$ cat src/rtl/itgt_pkg.sv
package itgt_pkg;

    localparam int          LFSR_W    = 16;
    localparam logic [15:0] LFSR_TAPS = 16'hB400;
    localparam logic [15:0] LFSR_SEED = 16'hACE1;

    typedef enum logic [1:0] {
        UPD_IDLE    = 2'd0,
        UPD_REFRESH = 2'd1,
        UPD_ALLOC   = 2'd2
    } upd_kind_e;

    // One Galois step, shifting toward bit 0
    function automatic logic [LFSR_W-1:0] lfsr_step(input logic [LFSR_W-1:0] s);
        return s[0] ? ((s >> 1) ^ LFSR_TAPS) : (s >> 1);
    endfunction

endpackage

$ cat src/rtl/itgt_hash.sv
module itgt_hash #(
    parameter int ADDR_W   = 16,
    parameter int HIST_W   = 4,
    parameter int SETS     = 8,
    parameter int TAG_W    = 6,
    parameter int PATH_LEN = 2,
    parameter int ALIGN    = 2,
    parameter int USE_HIST = 1,
    parameter int USE_PATH = 1,
    localparam int IDX_W   = $clog2(SETS),
    localparam int CNT_W   = $clog2(PATH_LEN + 1),
    localparam int STEP    = IDX_W / PATH_LEN
) (
    input  logic [ADDR_W-1:0]                pc,
    input  logic [HIST_W-1:0]                hist,
    input  logic [PATH_LEN-1:0][ADDR_W-1:0]  path,
    input  logic [CNT_W-1:0]                 cnt,
    output logic [IDX_W-1:0]                 idx,
    output logic [TAG_W-1:0]                 tag
);

    if ((SETS & (SETS - 1)) != 0) begin : g_bad_sets
        $error("SETS must be a power of two");
    end

    logic [IDX_W+HIST_W-1:0] hist_ext;
    logic [IDX_W-1:0]        path_term [PATH_LEN];
    logic [IDX_W-1:0]        acc;

    assign hist_ext = {{IDX_W{1'b0}}, hist};

    for (genvar p = 0; p < PATH_LEN; p++) begin : g_path
        localparam int SH = ALIGN + p * STEP;
        logic [ADDR_W-1:0] shifted;
        assign shifted = path[p] >> SH;
        if (USE_PATH != 0) begin : g_on
            assign path_term[p] = (p < int'(cnt)) ? shifted[IDX_W-1:0] : '0;
        end else begin : g_off
            assign path_term[p] = '0;
        end
    end

    always_comb begin
        acc = pc[ALIGN +: IDX_W];
        if (USE_HIST != 0) begin
            acc = acc ^ hist_ext[IDX_W-1:0];
        end
        for (int p = 0; p < PATH_LEN; p++) begin
            acc = acc ^ path_term[p];
        end
    end

    assign idx = acc;
    assign tag = pc[ALIGN +: TAG_W];

endmodule

$ cat src/rtl/itgt_lfsr.sv
module itgt_lfsr
    import itgt_pkg::*;
(
    input  logic              clk,
    input  logic              rst,
    output logic [LFSR_W-1:0] state
);

    logic [LFSR_W-1:0] state_q;

    always_ff @(posedge clk) begin
        if (rst) begin
            state_q <= LFSR_SEED;
        end else begin
            state_q <= lfsr_step(state_q);
        end
    end

    assign state = state_q;

endmodule

$ cat src/rtl/itgt_store.sv
module itgt_store
    import itgt_pkg::*;
#(
    parameter int ADDR_W = 16,
    parameter int SETS   = 8,
    parameter int WAYS   = 2,
    parameter int TAG_W  = 6,
    localparam int IDX_W = $clog2(SETS),
    localparam int WAY_W = (WAYS > 1) ? $clog2(WAYS) : 1,
    localparam int ENTS  = SETS * WAYS
) (
    input  logic              clk,
    input  logic              rst,
    input  logic [IDX_W-1:0]  rd_idx,
    input  logic [TAG_W-1:0]  rd_tag,
    output logic              rd_hit,
    output logic [ADDR_W-1:0] rd_tgt,
    input  logic              wr_en,
    input  logic [IDX_W-1:0]  wr_idx,
    input  logic [TAG_W-1:0]  wr_tag,
    input  logic [ADDR_W-1:0] wr_tgt,
    input  logic [WAY_W-1:0]  victim,
    output logic [ENTS-1:0]   vld_flat,
    output logic [WAYS-1:0]   way_we
);

    logic              vld_q [SETS][WAYS];
    logic [TAG_W-1:0]  tag_q [SETS][WAYS];
    logic [ADDR_W-1:0] tgt_q [SETS][WAYS];

    logic [WAYS-1:0]   wr_match;
    logic [WAY_W-1:0]  match_way;
    upd_kind_e         kind;

    // Read port: lowest matching way wins
    always_comb begin
        rd_hit = 1'b0;
        rd_tgt = '0;
        for (int w = WAYS - 1; w >= 0; w--) begin
            if (vld_q[rd_idx][w] && (tag_q[rd_idx][w] == rd_tag)) begin
                rd_hit = 1'b1;
                rd_tgt = tgt_q[rd_idx][w];
            end
        end
    end

    // Write side: classify the update
    always_comb begin
        match_way = '0;
        for (int w = WAYS - 1; w >= 0; w--) begin
            wr_match[w] = vld_q[wr_idx][w] && (tag_q[wr_idx][w] == wr_tag);
            if (wr_match[w]) begin
                match_way = WAY_W'(w);
            end
        end
        if (!wr_en) begin
            kind = UPD_IDLE;
        end else if (|wr_match) begin
            kind = UPD_REFRESH;
        end else begin
            kind = UPD_ALLOC;
        end
    end

    always_comb begin
        way_we = '0;
        for (int w = 0; w < WAYS; w++) begin
            case (kind)
                UPD_REFRESH: way_we[w] = (match_way == WAY_W'(w));
                UPD_ALLOC:   way_we[w] = (victim == WAY_W'(w));
                default:     way_we[w] = 1'b0;
            endcase
        end
    end

    always_ff @(posedge clk) begin
        if (rst) begin
            for (int s = 0; s < SETS; s++) begin
                for (int w = 0; w < WAYS; w++) begin
                    vld_q[s][w] <= 1'b0;
                end
            end
        end else begin
            for (int w = 0; w < WAYS; w++) begin
                if (way_we[w] && kind == UPD_ALLOC) begin
                    vld_q[wr_idx][w] <= 1'b1;
                end
            end
        end
    end

    always_ff @(posedge clk) begin
        for (int w = 0; w < WAYS; w++) begin
            if (way_we[w]) begin
                tgt_q[wr_idx][w] <= wr_tgt;
                if (kind == UPD_ALLOC) begin
                    tag_q[wr_idx][w] <= wr_tag;
                end
            end
        end
    end

    for (genvar s = 0; s < SETS; s++) begin : g_vs
        for (genvar w = 0; w < WAYS; w++) begin : g_vw
            assign vld_flat[s * WAYS + w] = vld_q[s][w];
        end
    end

endmodule

$ cat src/rtl/itgt_cache.sv
module itgt_cache
    import itgt_pkg::*;
#(
    parameter int ADDR_W   = 16,
    parameter int HIST_W   = 4,
    parameter int SETS     = 8,
    parameter int WAYS     = 2,
    parameter int TAG_W    = 6,
    parameter int PATH_LEN = 2,
    parameter int ALIGN    = 2,
    parameter int USE_HIST = 1,
    parameter int USE_PATH = 1,
    localparam int IDX_W   = $clog2(SETS),
    localparam int CNT_W   = $clog2(PATH_LEN + 1),
    localparam int WAY_W   = (WAYS > 1) ? $clog2(WAYS) : 1,
    localparam int ENTS    = SETS * WAYS
) (
    input  logic                             clk,
    input  logic                             rst,
    input  logic [ADDR_W-1:0]                lk_pc,
    input  logic [HIST_W-1:0]                lk_hist,
    input  logic [PATH_LEN-1:0][ADDR_W-1:0]  lk_path,
    input  logic [CNT_W-1:0]                 lk_cnt,
    output logic                             lk_hit,
    output logic [ADDR_W-1:0]                lk_tgt,
    input  logic                             up_en,
    input  logic [ADDR_W-1:0]                up_pc,
    input  logic [HIST_W-1:0]                up_hist,
    input  logic [PATH_LEN-1:0][ADDR_W-1:0]  up_path,
    input  logic [CNT_W-1:0]                 up_cnt,
    input  logic [ADDR_W-1:0]                up_tgt
);

    logic [IDX_W-1:0]  lk_idx, up_idx;
    logic [TAG_W-1:0]  lk_tag, up_tag;
    logic [LFSR_W-1:0] rnd;
    logic [WAY_W-1:0]  victim;
    logic [ENTS-1:0]   vld_flat;
    logic [WAYS-1:0]   way_we;

    itgt_hash #(
        .ADDR_W(ADDR_W), .HIST_W(HIST_W), .SETS(SETS), .TAG_W(TAG_W),
        .PATH_LEN(PATH_LEN), .ALIGN(ALIGN), .USE_HIST(USE_HIST), .USE_PATH(USE_PATH)
    ) u_hash_lk (
        .pc(lk_pc), .hist(lk_hist), .path(lk_path), .cnt(lk_cnt),
        .idx(lk_idx), .tag(lk_tag)
    );

    itgt_hash #(
        .ADDR_W(ADDR_W), .HIST_W(HIST_W), .SETS(SETS), .TAG_W(TAG_W),
        .PATH_LEN(PATH_LEN), .ALIGN(ALIGN), .USE_HIST(USE_HIST), .USE_PATH(USE_PATH)
    ) u_hash_up (
        .pc(up_pc), .hist(up_hist), .path(up_path), .cnt(up_cnt),
        .idx(up_idx), .tag(up_tag)
    );

    itgt_lfsr u_lfsr (
        .clk(clk), .rst(rst), .state(rnd)
    );

    assign victim = WAY_W'(rnd % LFSR_W'(WAYS));

    itgt_store #(
        .ADDR_W(ADDR_W), .SETS(SETS), .WAYS(WAYS), .TAG_W(TAG_W)
    ) u_store (
        .clk(clk), .rst(rst),
        .rd_idx(lk_idx), .rd_tag(lk_tag), .rd_hit(lk_hit), .rd_tgt(lk_tgt),
        .wr_en(up_en), .wr_idx(up_idx), .wr_tag(up_tag), .wr_tgt(up_tgt),
        .victim(victim), .vld_flat(vld_flat), .way_we(way_we)
    );

endmodule

$ cat config.mk
export PLATFORM = sky130hd
export DESIGN_NAME = itgt_cache
export DESIGN_NICKNAME = d
export VERILOG_FILES = /design/src/rtl/itgt_pkg.sv /design/src/rtl/itgt_hash.sv /design/src/rtl/itgt_lfsr.sv /design/src/rtl/itgt_store.sv /design/src/rtl/itgt_cache.sv
export SDC_FILE = /design/constraint.sdc
export NUM_CORES = 1
export LEC_CHECK = 0
export ABC_AREA = 0
export BUFFER_PORTS_ARGS = -buffer_cell sky130_fd_sc_hd__buf_2
export CAP_MARGIN = 20
export CELL_PAD_IN_SITES_DETAIL_PLACEMENT = 2
export CELL_PAD_IN_SITES_GLOBAL_PLACEMENT = 2
export CORE_MARGIN = 1.5
export CORE_UTILIZATION = 48
export CTS_BUF_LIST = sky130_fd_sc_hd__clkbuf_16
export CTS_CLUSTER_DIAMETER = 60
export DETAILED_ROUTE_END_ITERATION = 6
export PLACE_DENSITY_LB_ADDON = 0.1
export SYNTH_ARGS = -nofsm -noshare
export SYNTH_HDL_FRONTEND = slang
export SYNTH_SLANG_ARGS = --single-unit
$ cat constraint.sdc
create_clock -name clk -period 8.9 [get_ports clk]
set_input_delay 1.335 -clock clk [delete_from_list [all_inputs] [get_ports clk]]
set_output_delay 1.335 -clock clk [all_outputs]
set_load 0.02 [all_outputs]
* Word-level counts from Yosys, hierarchy flattened
Memory sizes are Yosys's and may differ from the RTL's.
Cells that the tools add are included.
** Word-level totals
- Register bits :: 16
- Bits in latches :: 0
- Memory bits (writable) :: 368
- Memory bits (read-only) :: 0
- Input bits :: 127
- Logic and storage cells :: 66
- Memories :: 3
** Operators by class
- Add/subtract/negate cells :: 0
- Multipliers :: 0
- Divide/modulo/power cells :: 0
- Order comparisons :: 4
- Eq/ne operators :: 6
- Shift operators :: 0
- Multiplexer cells :: 35
- Bitwise gates (word level) :: 9
- Reduce and logical (&&, ||, !) cells :: 8
** Memories
- u_store.tgt_q :: depth 8, width 32, read ports 1, clocked after memory_dff 0, wr ports 1, RTL line itgt_store.sv:29 : logic [ADDR_W-1:0] tgt_q [SETS][WAYS];
- u_store.tag_q :: depth 8, width 12, read ports 2, clocked after memory_dff 0, wr ports 1, RTL line itgt_store.sv:28 : logic [TAG_W-1:0] tag_q [SETS][WAYS];
- u_store.vld_q :: depth 8, width 2, read ports 2, clocked after memory_dff 0, wr ports 8, RTL line itgt_store.sv:27 : logic vld_q [SETS][WAYS];
** Operators by type and width (number)
- $mux 16 :: 3
- $eq 6x6->1 :: 4
- $mux 1 :: 21
- $xor 3x3->3 :: 6
- $mux 3 :: 5
- $lt 1x2->1 const A :: 4
- $mux 2 :: 4
- $logic_and 1x1->1 :: 6
- $not 3->4 :: 1
- $pmux 1 s2 :: 2
- $reduce_or 2->1 :: 2
- $eq 2x1->1 const B :: 1
- $eq 2x2->1 const B :: 1
- $not 1->1 :: 2

* Logic depth before layout (Yosys ltp)
Gate-level depths: netlist (run 1).
An unclocked memory read counts as a cell.
- Depth in word-level cells :: 18
- Gate-level depth with buffers :: 15
- Depth with buffers taken out :: 9

* By module
From an unflattened synthesis (run 1), not the netlist that was laid out.
** Unflattened totals
- Cells, all modules :: 903
- Area total of the unflattened synthesis :: 16713.5 um^2
** By module, submodules not included
- itgt_store :: instances 1, cells an instance 817, area each 15870.2 um^2
- itgt_lfsr :: instances 1, cells an instance 36, area each 462.9 um^2
- itgt_hash :: instances 2, cells an instance 25, area each 190.2 um^2

* Worst setup path before layout (run 1)
No wires, ideal clock.
- Path kind :: input -> output
- Start point :: input port lk_path[2] (netlist name)
- End point :: output port lk_tgt[10]
- Data arrival time :: 4.289 ns
- Setup slack :: 3.276 ns
- Stages :: 10
- Buffers on the path :: 2
- Path through :: xor2_1 > a21oi_2 > xnor2_2 > mux4_1 > nand2b_1 > mux4_2 > nor4_1 > buf_4 > buf_12 > mux2i_1
** Between the ends
- Cells in the longest elaborated chain, start to end :: 8
- Elaborated cells on any way between the ends :: 12
** RTL lines
- start, declared :: RTL line itgt_cache.sv:22 : input logic [PATH_LEN-1:0][ADDR_W-1:0] lk_path,
- $mux 3 (*) :: RTL line itgt_hash.sv:37 : assign path_term[p] = (p < int'(cnt)) ? shifted[IDX_W-1:0] : '0;
- $xor 3x3->3 (*) (2 in series) :: RTL line itgt_hash.sv:49 : acc = acc ^ path_term[p];
- $mem_v2 8x12
- $eq 6x6->1 :: RTL line itgt_store.sv:40 : if (vld_q[rd_idx][w] && (tag_q[rd_idx][w] == rd_tag)) begin
- $logic_and 1x1->1 :: RTL line itgt_store.sv:40
- $mux 16 :: RTL line itgt_store.sv:40
- $mux 16 (*) :: RTL line itgt_store.sv:40
- end, declared :: RTL line itgt_cache.sv:25 : output logic [ADDR_W-1:0] lk_tgt,
Mark *: on every way between the ends. The rest lies on a longest branch, timed or not.

* Worst setup path after layout (run 1)
- Start point :: input port lk_cnt[1]
- End point :: output port lk_tgt[4]
** Between the ends
- Cells in the longest elaborated chain, start to end :: 9
- Elaborated cells on any way between the ends :: 15
** RTL lines
- start, declared :: RTL line itgt_cache.sv:23 : input logic [CNT_W-1:0] lk_cnt,
- $lt 1x2->1 :: RTL line itgt_hash.sv:37
- $mux 3 :: RTL line itgt_hash.sv:37
- $xor 3x3->3 :: RTL line itgt_hash.sv:49
- $xor 3x3->3 (*) :: RTL line itgt_hash.sv:49
- $mem_v2 8x12
- $eq 6x6->1 :: RTL line itgt_store.sv:40
- $logic_and 1x1->1 :: RTL line itgt_store.sv:40
- $mux 16 :: RTL line itgt_store.sv:40
- $mux 16 (*) :: RTL line itgt_store.sv:40
Marks and branches as above.

==> results of run 1 <==
==> path summary, 6_finish.rpt <==
path,startpoint,end,slack [ns],depth (start not counted)
setup / recovery,lk_cnt[1],lk_tgt[4],1.85,12
hold / removal,u_lfsr.state[7]$_SDFF_PP1_,u_lfsr.state[6]$_SDFF_PP1_,0.41,1
setup reg to reg,u_store.tag_q[1][1]$_DFFE_PP_,u_store.tgt_q[5][3]$_DFFE_PP_,5.00,7
hold reg to reg,u_lfsr.state[7]$_SDFF_PP1_,u_lfsr.state[6]$_SDFF_PP1_,0.41,1
==> synthesized netlist by cell type (all sizes together) (5+ instances only) <==
cell	count	area, um^2
xnor2	15	139
and2	5	31.3
a211oi	15	118
mux2	18	203
nor2	34	130
edfxtp	352	10600
nand2b	13	81.3
nand2	49	186
nand3	16	80.1
inv	19	71.3
o31ai	20	164
a21oi	19	103
nor3b	9	77.6
nor4	18	113
nor2b	10	62.6
dfxtp	32	641
o22ai	11	82.6
nor3	12	65.1
mux2i	66	661
o21ai	11	58.8
clkbuf	19	71.3
a221oi	9	85.1
or2	5	31.3
buf	40	248
nand4	18	113
xor2	14	130
mux4	94	2130
==> cells by family after synthesis <==
logic type	count (synthesis)	share of synthesized area, %
and+or+nand+nor	203	6.40
muxes	178	17.8
DFF	384	66.5
xor gates and xnor gates	29	1.60
AOI/OAI and AO/OA	119	5.41
buffers and inverters	78	2.32
==> layer usage <==
metal / vias to the layer above / wire length, um
li1: 4239 / -
met1: 5431 / 21300
met2: 458 / 29000
met3: 147 / 3690
met4: 2 / 2310
met5: - / 13
==> cell type report <==
class	instances	area share [%]
multi-input combinational	529	27.8
inverter	19	0.369
clock buffer	43	5.56
tap	455	2.94
antenna	1	0.0129
clock inverter	35	1.46
timing repair buffer	115	3.84
sequential	384	58.0
==> report_power, final <==
group	internal, mW	switching, mW
sequential	2.03	0.0233
clock	0.998	0.760
combinational	0.293	0.471
total	3.32	1.25
==> sequential cells by signal, summed over array words and instances (netlist names) <==
register       count
u_lfsr.state      16
u_store.tag_q     96
u_store.tgt_q    256
u_store.vld_q     16
==> metrics by stage <==
stage / setup WS (ns) / hold WS, ns / cells / utilization [%]
CTS: 1.88 / 0.412 / 1579 / 55.9
global route: 1.63 / 0.423 / 1581 / 56.0
finish: 1.85 / 0.408 / 1581 / 56.0
floorplan: 3.28 / 0.389 / 991 / -
detailed placement: 2.01 / 0.397 / 1501 / 52.0
global placement: 2.09 / 0.393 / 1500 / 51.9
==> qor.yml, run 1 <==
hold_path_class: "flip-flop to flip-flop"
skew_ns: 0.0183
clock_sinks: 384
grt_pass1_vias: 11327
num_rows: 68
synthCells: 991
grt_setup_unrepaired: "no"
grtUsageMet2_pct: 55.3
ir_drop_v: 0.000196
synth_area_per_cell_um2: 17.0
path_cells: "buf_2 -> nand2b_1 -> a21boi_2 -> o21ai_0 -> nand2_4 -> mux4_2 -> nand2_1 -> mux4_2 -> nor4_2 -> buf_4 -> mux2i_1 -> buf_2"
crit_path_max_incr_delay_ns: 0.63
fmax_mhz: 142
hold_viol_final: 0
gp_congestion: 0.780
syn_to_final_growth_pct: 14.7
postCtsSetupBuffers: 0
root_buffer: "clkbuf_16"
drt_first_iter_violations: 928
crit_path_end_kind: "output port"
die_w_um: 190
tightest_slew_ns: 1.10
yosysSeqAreaShare_pct: 66.5
setup_tns_ns: 0
fillers: 3023
overflow: 0
dr.pass1.iters: 5
cts_tree: "yes"
ys_seq_elements: 384
clkLatencyLatePin_ns: 0.58
dieArea_mm2: 0.0363
multi_input_area_mm2: 0.00538
power_density_mw_per_mm2: 236
io_pins: 144
routed-via-count: 10277
fin_total_pwr_mw: 4.57
cp_num_buf_inv: 3
synth_edf_count: 352
htreeDepth: 2
final_cell_mix: "352 x edfxtp_1, 90 x mux4_2, 69 x buf_2, 66 x mux2i_1, 48 x nand2_1"
ff_latch_area_mm2: 0.0112
drc: 0
nNetsFinal: 1218
clk_pin_slew_worst_paths_ns: 0.06
cts_buffers: 42
core_area_mm2: 0.0345
grt_max_degree: 88
dpl.hpwl_mm: 32.7
relSlewSlack_pct: 26.5
ant_nets: 0
drive_gt1_share_pct: 29.4
period_share_pct: 79.2
routed_wl_mm: 56.3
worstSetupStartpointType: "primary input"
status: "finished, final reports clean"
cts_hold_buf: 0
crit_family: "multiplexers"
fin_area_mm2: 0.0193
post_dp_cell_area_mm2: 0.0180
grt_first_pass_wirelength_mm: 81.4
final_common_cell: "edfxtp_1"
synth_cell_type_count: 71
maxSlewViolCount: 0
avgViaCountPerCell: 6.50
busiest_layer: "met2"
netlist_area_mm2: 0.0169
post_cts_resized: 0
final-setup-viol-count: 0
start_util_pct: 48.8
worstPathRequired_ns: 7.57
crit_path_max_fanout: 41
synth_nets: 1118
yosys_warnings: 0
crit_path_top_delay_cell: "nand2_4"
timing.max_cap.violations: 0
clockBufferDepth: 3
leakage_nw: 6.42
port_buffers: 69
grt_use_met1_pct: 39.0
antenna_found_initial: 2
use_met3_pct: 6.68
grt_usage_pct: 32.0
worst-setup-path-type: "primary input to output port"
async_flop_share_pct: 0
wl_per_cell_um: 35.6
cp_data_arrival_time_ns: 5.72
die_y_um: 190
min_period_ns: 7.05
synth_top_flop_cell: "edfxtp_1"
No activity file was read; power rests on OpenSTA's default activity.
==> run 2: changes to the inputs <==
Settings changed: ABC_AREA 0 to 1, CORE_UTILIZATION 48 to 39.
Clock period 8.9 ns to 6.9 ns, I/O delays scaled along.
==> run 2 against run 1 <==
Sequential share of layout area shrank 1.2 points. Sequential power increased by 27%. Flip-flop and latch count stayed put. Power grew 30%. Final cell count increased by 55%. Critical endpoint is now lk_tgt[13]. Clock-buffer cell count increased by 3. Combinational power grew 51%. Final area is 2.1% higher. Clock skew increased by 0.0035 ns.
==> qor.yml, run 2 <==
async_flop_share_pct: 0  # unchanged
clock_sinks: 384  # unchanged
largestRegisters: "u_store.tgt_q x256, u_store.tag_q x96"
cts_tree: "yes"
ant_nets: 0  # unchanged
hold_path_class: "flip-flop to flip-flop"
grt_usage_pct: 26.3  # -5.7 points
dpl.hpwl_mm: 36.5  # +12%
ff_latch_area_mm2: 0.0112  # unchanged
cp_data_arrival_time_ns: 4.82  # -0.90 ns
post_cts_resized: 0  # unchanged
synthTopCellsByArea: "edfxtp_1 61%, nand2_1 14%, nand3_1 4.6%"
root_buffer: "clkbuf_16"
hold_viol_final: 0  # unchanged
fin_area_mm2: 0.0198  # +2.1%
cp_num_buf_inv: 5  # +2
tightest_slew_ns: 0.978  # -0.125 ns
die_w_um: 214  # +12%
yosysSeqAreaShare_pct: 64.6  # -1.9 points
gp_congestion: 0.786  # +0.70%
diodes: 0  # -1
final_cell_mix: "627 x nand2_1, 352 x edfxtp_1, 159 x nand3_1, 145 x nor2_1, 101 x inv_1"
setup_tns_ns: 0  # unchanged
crit_path_max_fanout: 64  # +56%
routed-via-count: 13604  # +32%
post_dp_cell_area_mm2: 0.0184  # +2.5%
skew_ns: 0.0218  # +0.00352 ns
timing.max_cap.violations: 0  # unchanged
drc: 0  # unchanged
start_util_pct: 39.4  # -9.4 points
cts_hold_buf: 0  # unchanged
synth_common_cells: "630 x nand2_1, 352 x edfxtp_1, 161 x nor2_1"
fmax_mhz: 171
dr.pass1.iters: 5  # unchanged
syn_to_final_growth_pct: 13.9
synth_cell_type_count: 31  # -56%
maxSlewViolCount: 0  # unchanged
crit_family: "buffers and inverters"
grt_max_degree: 93  # +5.7%
fin_total_pwr_mw: 5.96  # +30%
num_rows: 77  # +13%
leakage_nw: 7.78  # +21%
antenna_found_initial: 1  # -1
ir_drop_v: 0.000155  # -21%
largest_reg_flops: 256  # unchanged
io_pins: 144  # unchanged
postCtsSetupBuffers: 0  # unchanged
multi_input_area_mm2: 0.00543  # +0.81%
dieArea_mm2: 0.0458  # +26%
die_y_um: 214  # +12%
crit_path_end_kind: "output port"
worstSetupStartpointType: "primary input"
htreeDepth: 2  # unchanged
nNetsFinal: 1957  # +61%
synth.top_cell.area_share_pct: 60.9  # -1.8 points
worstPathRequired_ns: 5.86  # -1.71 ns
grt_setup_unrepaired: "no"
synth_edf_count: 352  # unchanged
synth_top_flop_cell: "edfxtp_1"
power_density_mw_per_mm2: 302  # +28%
port_buffers: 69  # unchanged
core_area_mm2: 0.0440  # +27%
final-setup-viol-count: 0  # unchanged
grt_pass1_vias: 14848  # +31%
ys_seq_elements: 384  # unchanged
synth_most_common_cell: "nand2_1"
path_cells: "buf_2 -> xnor2_1 -> xor2_1 -> nand2_1 -> nand2_4 -> buf_4 -> buf_4 -> o21ai_0 -> o221ai_1 -> nand2_1 -> inv_1 -> nor2_1 -> nor2_1 -> buf_2"
status: "finished, final reports clean"
yosys_warnings: 0  # unchanged
fillers: 4697  # +55%
wl_per_cell_um: 24.5  # -31%
synth_area_per_cell_um2: 9.83  # -42%
cts_buffers: 44  # +4.8%
worst-setup-path-type: "primary input to output port"
clockBufferDepth: 3  # unchanged
avgViaCountPerCell: 5.54  # -15%
grt_first_pass_wirelength_mm: 90.4  # +11%
crit_path_max_incr_delay_ns: 0.65  # +0.02 ns
clkLatencyLatePin_ns: 0.58  # about the same
netlist_area_mm2: 0.0173  # +2.9%
drt_first_iter_violations: 879  # -5.3%
synth_nets: 1892  # +69%
crit_path_top_delay_cell: "buf_4"
final_common_cell: "nand2_1"
relSlewSlack_pct: 34.6  # +8.1 points
routed_wl_mm: 60.3  # +7.0%
period_share_pct: 84.9
clk_pin_slew_worst_paths_ns: 0.05  # about the same
drive_gt1_share_pct: 11.8  # -18 points
largest-register: "u_store.tgt_q"
min_period_ns: 5.86
overflow: 0  # unchanged
synthCells: 1765  # +78%
synth_top_area_cell: "edfxtp_1"
[run 2: cell types whose count changed after synthesis, sizes merged, moves of 66 or more]
cell	previous run	this run
nand3	16	160
nor2	34	175
nand2	49	636
inv	19	86
o21ai	11	99
mux4	94	0
mux2i	66	0
[run 2: worst register-to-register path, cell delays in order (launching register included)]
cell      delay, ns
edfxtp_1       0.38
inv_1          0.07
nand2_1        0.05
nand2_1        0.11
nand2_1        0.06
nand2_1        0.16
nand2_1        0.10
nand2_1        0.10
nand2_1        0.05
nand2_1        0.09
nor2_1         0.04
nand2_1        0.08
nor2_2         0.10
nor2_4         0.36
nand2_1        0.30
nor2_1         0.73
[run 2: through the flow]
step / setup slack, ns / util, % / hold WS (ns) / instances
floorplan: 2.75 / - / 0.388 / 1765
global placement: 1.14 / 41.8 / 0.393 / 2376
detailed placement: 0.972 / 41.8 / 0.404 / 2376
CTS: 0.960 / 44.9 / 0.415 / 2457
global route: 0.649 / 44.9 / 0.426 / 2457
finish: 1.04 / 44.9 / 0.408 / 2457
[run 2: power by group]
part / total [mW] / switching [mW] / internal, mW
registers: 2.61 / 0.0157 / 2.59
logic: 1.15 / 0.849 / 0.300
clock network: 2.21 / 0.959 / 1.25
total: 5.96 / 1.82 / 4.14
[run 2: final cells by class]
class	instances	area share, %
sequential	384	56.7
multi-input combinational	1201	27.5
clock inverter	35	1.06
tap	592	3.75
clock buffer	46	5.83
timing repair buffer	111	3.47
inverter	88	1.67
[run 2: logic make-up after synthesis]
logic type             Yosys count  synth area share, %
multiplexers                     1               0.0649
XOR/XNOR                        12                0.606
flip-flops                     384                 64.6
AND/OR/NAND/NOR                994                 23.3
AO/OA/AOI/OAI                  194                 6.75
buffers and inverters          180                 4.61
[run 2: final timing paths]
| kind | start | to | slack, ns | depth (start not counted) |
|---|---|---|---|---|
| worst max-delay path | lk_pc[2] | lk_tgt[13] | 1.04 | 14 |
| worst min-delay path | u_lfsr.state[15]$_SDFF_PP1_ | u_lfsr.state[14]$_SDFF_PP0_ | 0.41 | 2 |
| worst max register to register | u_store.tag_q[0][11]$_DFFE_PP_ | u_store.tag_q[5][1]$_DFFE_PP_ | 3.74 | 15 |
| worst min register to register | u_lfsr.state[15]$_SDFF_PP1_ | u_lfsr.state[14]$_SDFF_PP0_ | 0.41 | 2 |
[run 2: metal layers]
| metal | global-route usage [%] | up-vias | part of all wire [%] |
|---|---|---|---|
| li1 | - | 6154 | - |
| met2 | 44.5 | 300 | 49 |
| met1 | 35.0 | 7055 | 44 |
| met3 | 3.67 | 95 | 4.3 |
| met5 | 0 | - | 0 |
| met4 | 8.06 | 0 | 2.6 |
==> run 3: changes to the inputs <==
Clock period 6.9 ns to 5.9 ns, I/O delays scaled along.
==> run 3 against run 2 <==
Wire length grew 2.3%. Setup slack lost 0.28 ns. Non-clock buffer count is 10 higher. Critical path depth up 2. Flip-flop and latch count is the same. Clock skew is 0.0030 ns higher. Critical endpoint is now lk_tgt[0].
==> qor.yml, run 3 (same netlist as run 2, synthesis figures left out) <==
final_common_cell: "nand2_1"
worstSetupStartpoint: "lk_pc[2]"
path_cells: "buf_2 -> xnor2_1 -> xor2_1 -> nand2_1 -> nand2_4 -> nand2_1 -> nand3_1 -> nand3_1 -> nand3_1 -> nand3_1 -> nor2_2 -> nand3_2 -> inv_1 -> o21ai_0 -> nand2_1 -> buf_2"
tightest_slew_ns: 0.916  # -0.0623 ns
cts_hold_buf: 0  # unchanged
leakage_nw: 7.83  # +0.64%
multi_input_area_mm2: 0.00543  # unchanged
ff2ff_setup_slack_ns: 2.98  # -0.76 ns
min_period_ns: 5.14
crit-reg2reg-launch: "u_store.tag_q[1][0]$_DFFE_PP_"
nNetsFinal: 1968  # +0.56%
grt_max_degree: 97  # +4.3%
core_area_mm2: 0.0440  # unchanged
setup_tns_ns: 0  # unchanged
routed_wl_mm: 61.7  # +2.3%
clkLatencyLatePin_ns: 0.58  # about the same
num_rows: 77  # unchanged
final_cell_mix: "627 x nand2_1, 352 x edfxtp_1, 159 x nand3_1, 145 x nor2_1, 97 x inv_1"
start_util_pct: 39.4  # unchanged
root_buffer: "clkbuf_16"
endpoint: "lk_tgt[0]"
syn_to_final_growth_pct: 14.5
htreeDepth: 2  # unchanged
cts_tree: "yes"
clockBufferDepth: 3  # unchanged
hold_viol_final: 0  # unchanged
drt_first_iter_violations: 917  # +4.3%
power_density_mw_per_mm2: 353  # +17%
rr_worst_depth: 13  # -2
crit_path_max_fanout: 60  # -6.3%
grt_usage_pct: 27.1  # +0.77 points
dpl.hpwl_mm: 37.5  # +2.6%
crit_path_max_incr_delay_ns: 0.61  # -0.04 ns
cp_data_arrival_time_ns: 4.26  # -0.56 ns
switching_share_pct: 30.6  # about the same
p_int_mw: 4.87  # +18%
io_pins: 144  # unchanged
drc: 0  # unchanged
die_w_um: 214  # unchanged
grt_setup_unrepaired: "no"
largestRegisters: "u_store.tgt_q x256, u_store.tag_q x96"
worstSetupStartpointType: "primary input"
largest_reg_flops: 256  # unchanged
combinationalPowerShare_pct: 19.3  # about the same
clock_sinks: 384  # unchanged
routed-via-count: 13730  # +0.93%
ff_latch_area_mm2: 0.0112  # unchanged
whs_ns: 0.404  # -0.00377 ns
port_buffers: 69  # unchanged
worst-setup-path-type: "primary input to output port"
timing.max_cap.violations: 0  # unchanged
ir_drop_v: 0.000191  # +23%
dieArea_mm2: 0.0458  # unchanged
pwr-share-seq_pct: 43.5  # -0.2 points
crit_path_top_delay_cell: "nand2_4"
hold_path_class: "flip-flop to flip-flop"
clk_pin_slew_worst_paths_ns: 0.06  # about the same
relSlewSlack_pct: 38.6  # +4.0 points
maxSlewViolCount: 0  # unchanged
worst_path_most_repeated_cell: "nand3_1"
r2r_end: "u_store.tgt_q[2][17]$_DFFE_PP_"
diodes: 0  # unchanged
ant_nets: 0  # unchanged
holdCritStartpoint: "u_lfsr.state[4]$_SDFF_PP0_"
p_clk_share_pct: 37.3  # +0.3 points
fillers: 4670  # -0.57%
fin_total_pwr_mw: 7.01  # +18%
p_sw_mw: 2.15  # +18%
grt_first_pass_wirelength_mm: 93.2  # +3.1%
die_y_um: 214  # unchanged
largest-register: "u_store.tgt_q"
gp_congestion: 0.758  # -3.6%
post_dp_cell_area_mm2: 0.0185  # +0.48%
cts_buffers: 45  # +2.3%
period_share_pct: 87.2
crit_path_end_kind: "output port"
status: "finished, final reports clean"
pre_cts_slack_ns: 0.698  # -0.274 ns
dr.pass1.iters: 5  # unchanged
overflow: 0  # unchanged
skew_ns: 0.0248  # +0.00304 ns
layout_setup_ws_ns: 0.756  # -0.284 ns
fin_area_mm2: 0.0199  # +0.54%
drive_gt1_share_pct: 12.5  # +0.66 points
wl_per_cell_um: 25.0  # +1.8%
postCtsSetupBuffers: 0  # unchanged
antenna_found_initial: 0  # -1
grt_pass1_vias: 15179  # +2.2%
avgViaCountPerCell: 5.56  # +0.40%
final-setup-viol-count: 0  # unchanged
fmax_mhz: 194
worstPathRequired_ns: 5.02  # -0.84 ns
post_cts_resized: 0  # unchanged
-- run 3: cell count changes in the layout (fill, tap and decap cells not counted) --
cell	before	now
buf_12	2	3
buf_4	40	49
clkbuf_16	46	47
clkinv_1	8	11
clkinv_2	5	6
clkinv_4	1	3
clkinvlp_4	2	3
inv_1	101	97
inv_16	2	0
inv_6	0	1
-- run 3: per-layer routing --
metal	track usage [%]	up-vias	share of wire (%)
met5	0	-	0
met4	7.83	0	2.4
met3	4.02	95	4.7
met2	46.6	326	49
met1	35.4	7127	43
li1	-	6182	-
-- run 3: per-stage QoR --
step | utilization (%) | cells
3_3_place_gp | 42.0 | 2386
2_1_floorplan | - | 1765
4_1_cts | 45.1 | 2470
3_5_place_dp | 42.0 | 2386
5_1_grt | 45.1 | 2470
6_report | 45.1 | 2470
-- run 3: layout make-up --
cell class	count	area share, %
tap	592	3.73
inverter	88	1.66
multi-input combinational	1201	27.3
clock buffer	47	5.92
clock inverter	37	1.03
sequential	384	56.4
timing repair buffer	121	3.89
-- run 3: power groups by stage --
| stage | Clock, mW | Combinational, mW | Sequential (mW) |
|---|---|---|---|
| 2_1_floorplan | 0 | 0.848 | 3.10 |
| 3_3_place_gp | 0 | 1.28 | 3.10 |
| 3_5_place_dp | 0 | 1.34 | 3.10 |
| 4_1_cts | 2.66 | 1.36 | 3.05 |
| 5_1_grt | 2.75 | 1.49 | 3.05 |
| 6_report | 2.61 | 1.35 | 3.05 |
-- run 3: worst max-delay path, delay by kind of cell --
kind	cells	cell delay, ns
simple gates	10	1.93
xor+xnor	2	0.52
buf+inv	3	0.74
compound gates	1	0.17
-- run 3: worst min-delay path by stage --
stage	to	depth (start not counted)
3_3_place_gp	u_lfsr.state[5]$_SDFF_PP1_	1
4_1_cts	u_lfsr.state[8]$_SDFF_PP0_	2
6_report	u_lfsr.state[3]$_SDFF_PP0_	2
5_1_grt	u_lfsr.state[6]$_SDFF_PP1_	1
3_5_place_dp	u_lfsr.state[8]$_SDFF_PP0_	2
2_1_floorplan	u_lfsr.state[14]$_SDFF_PP0_	2
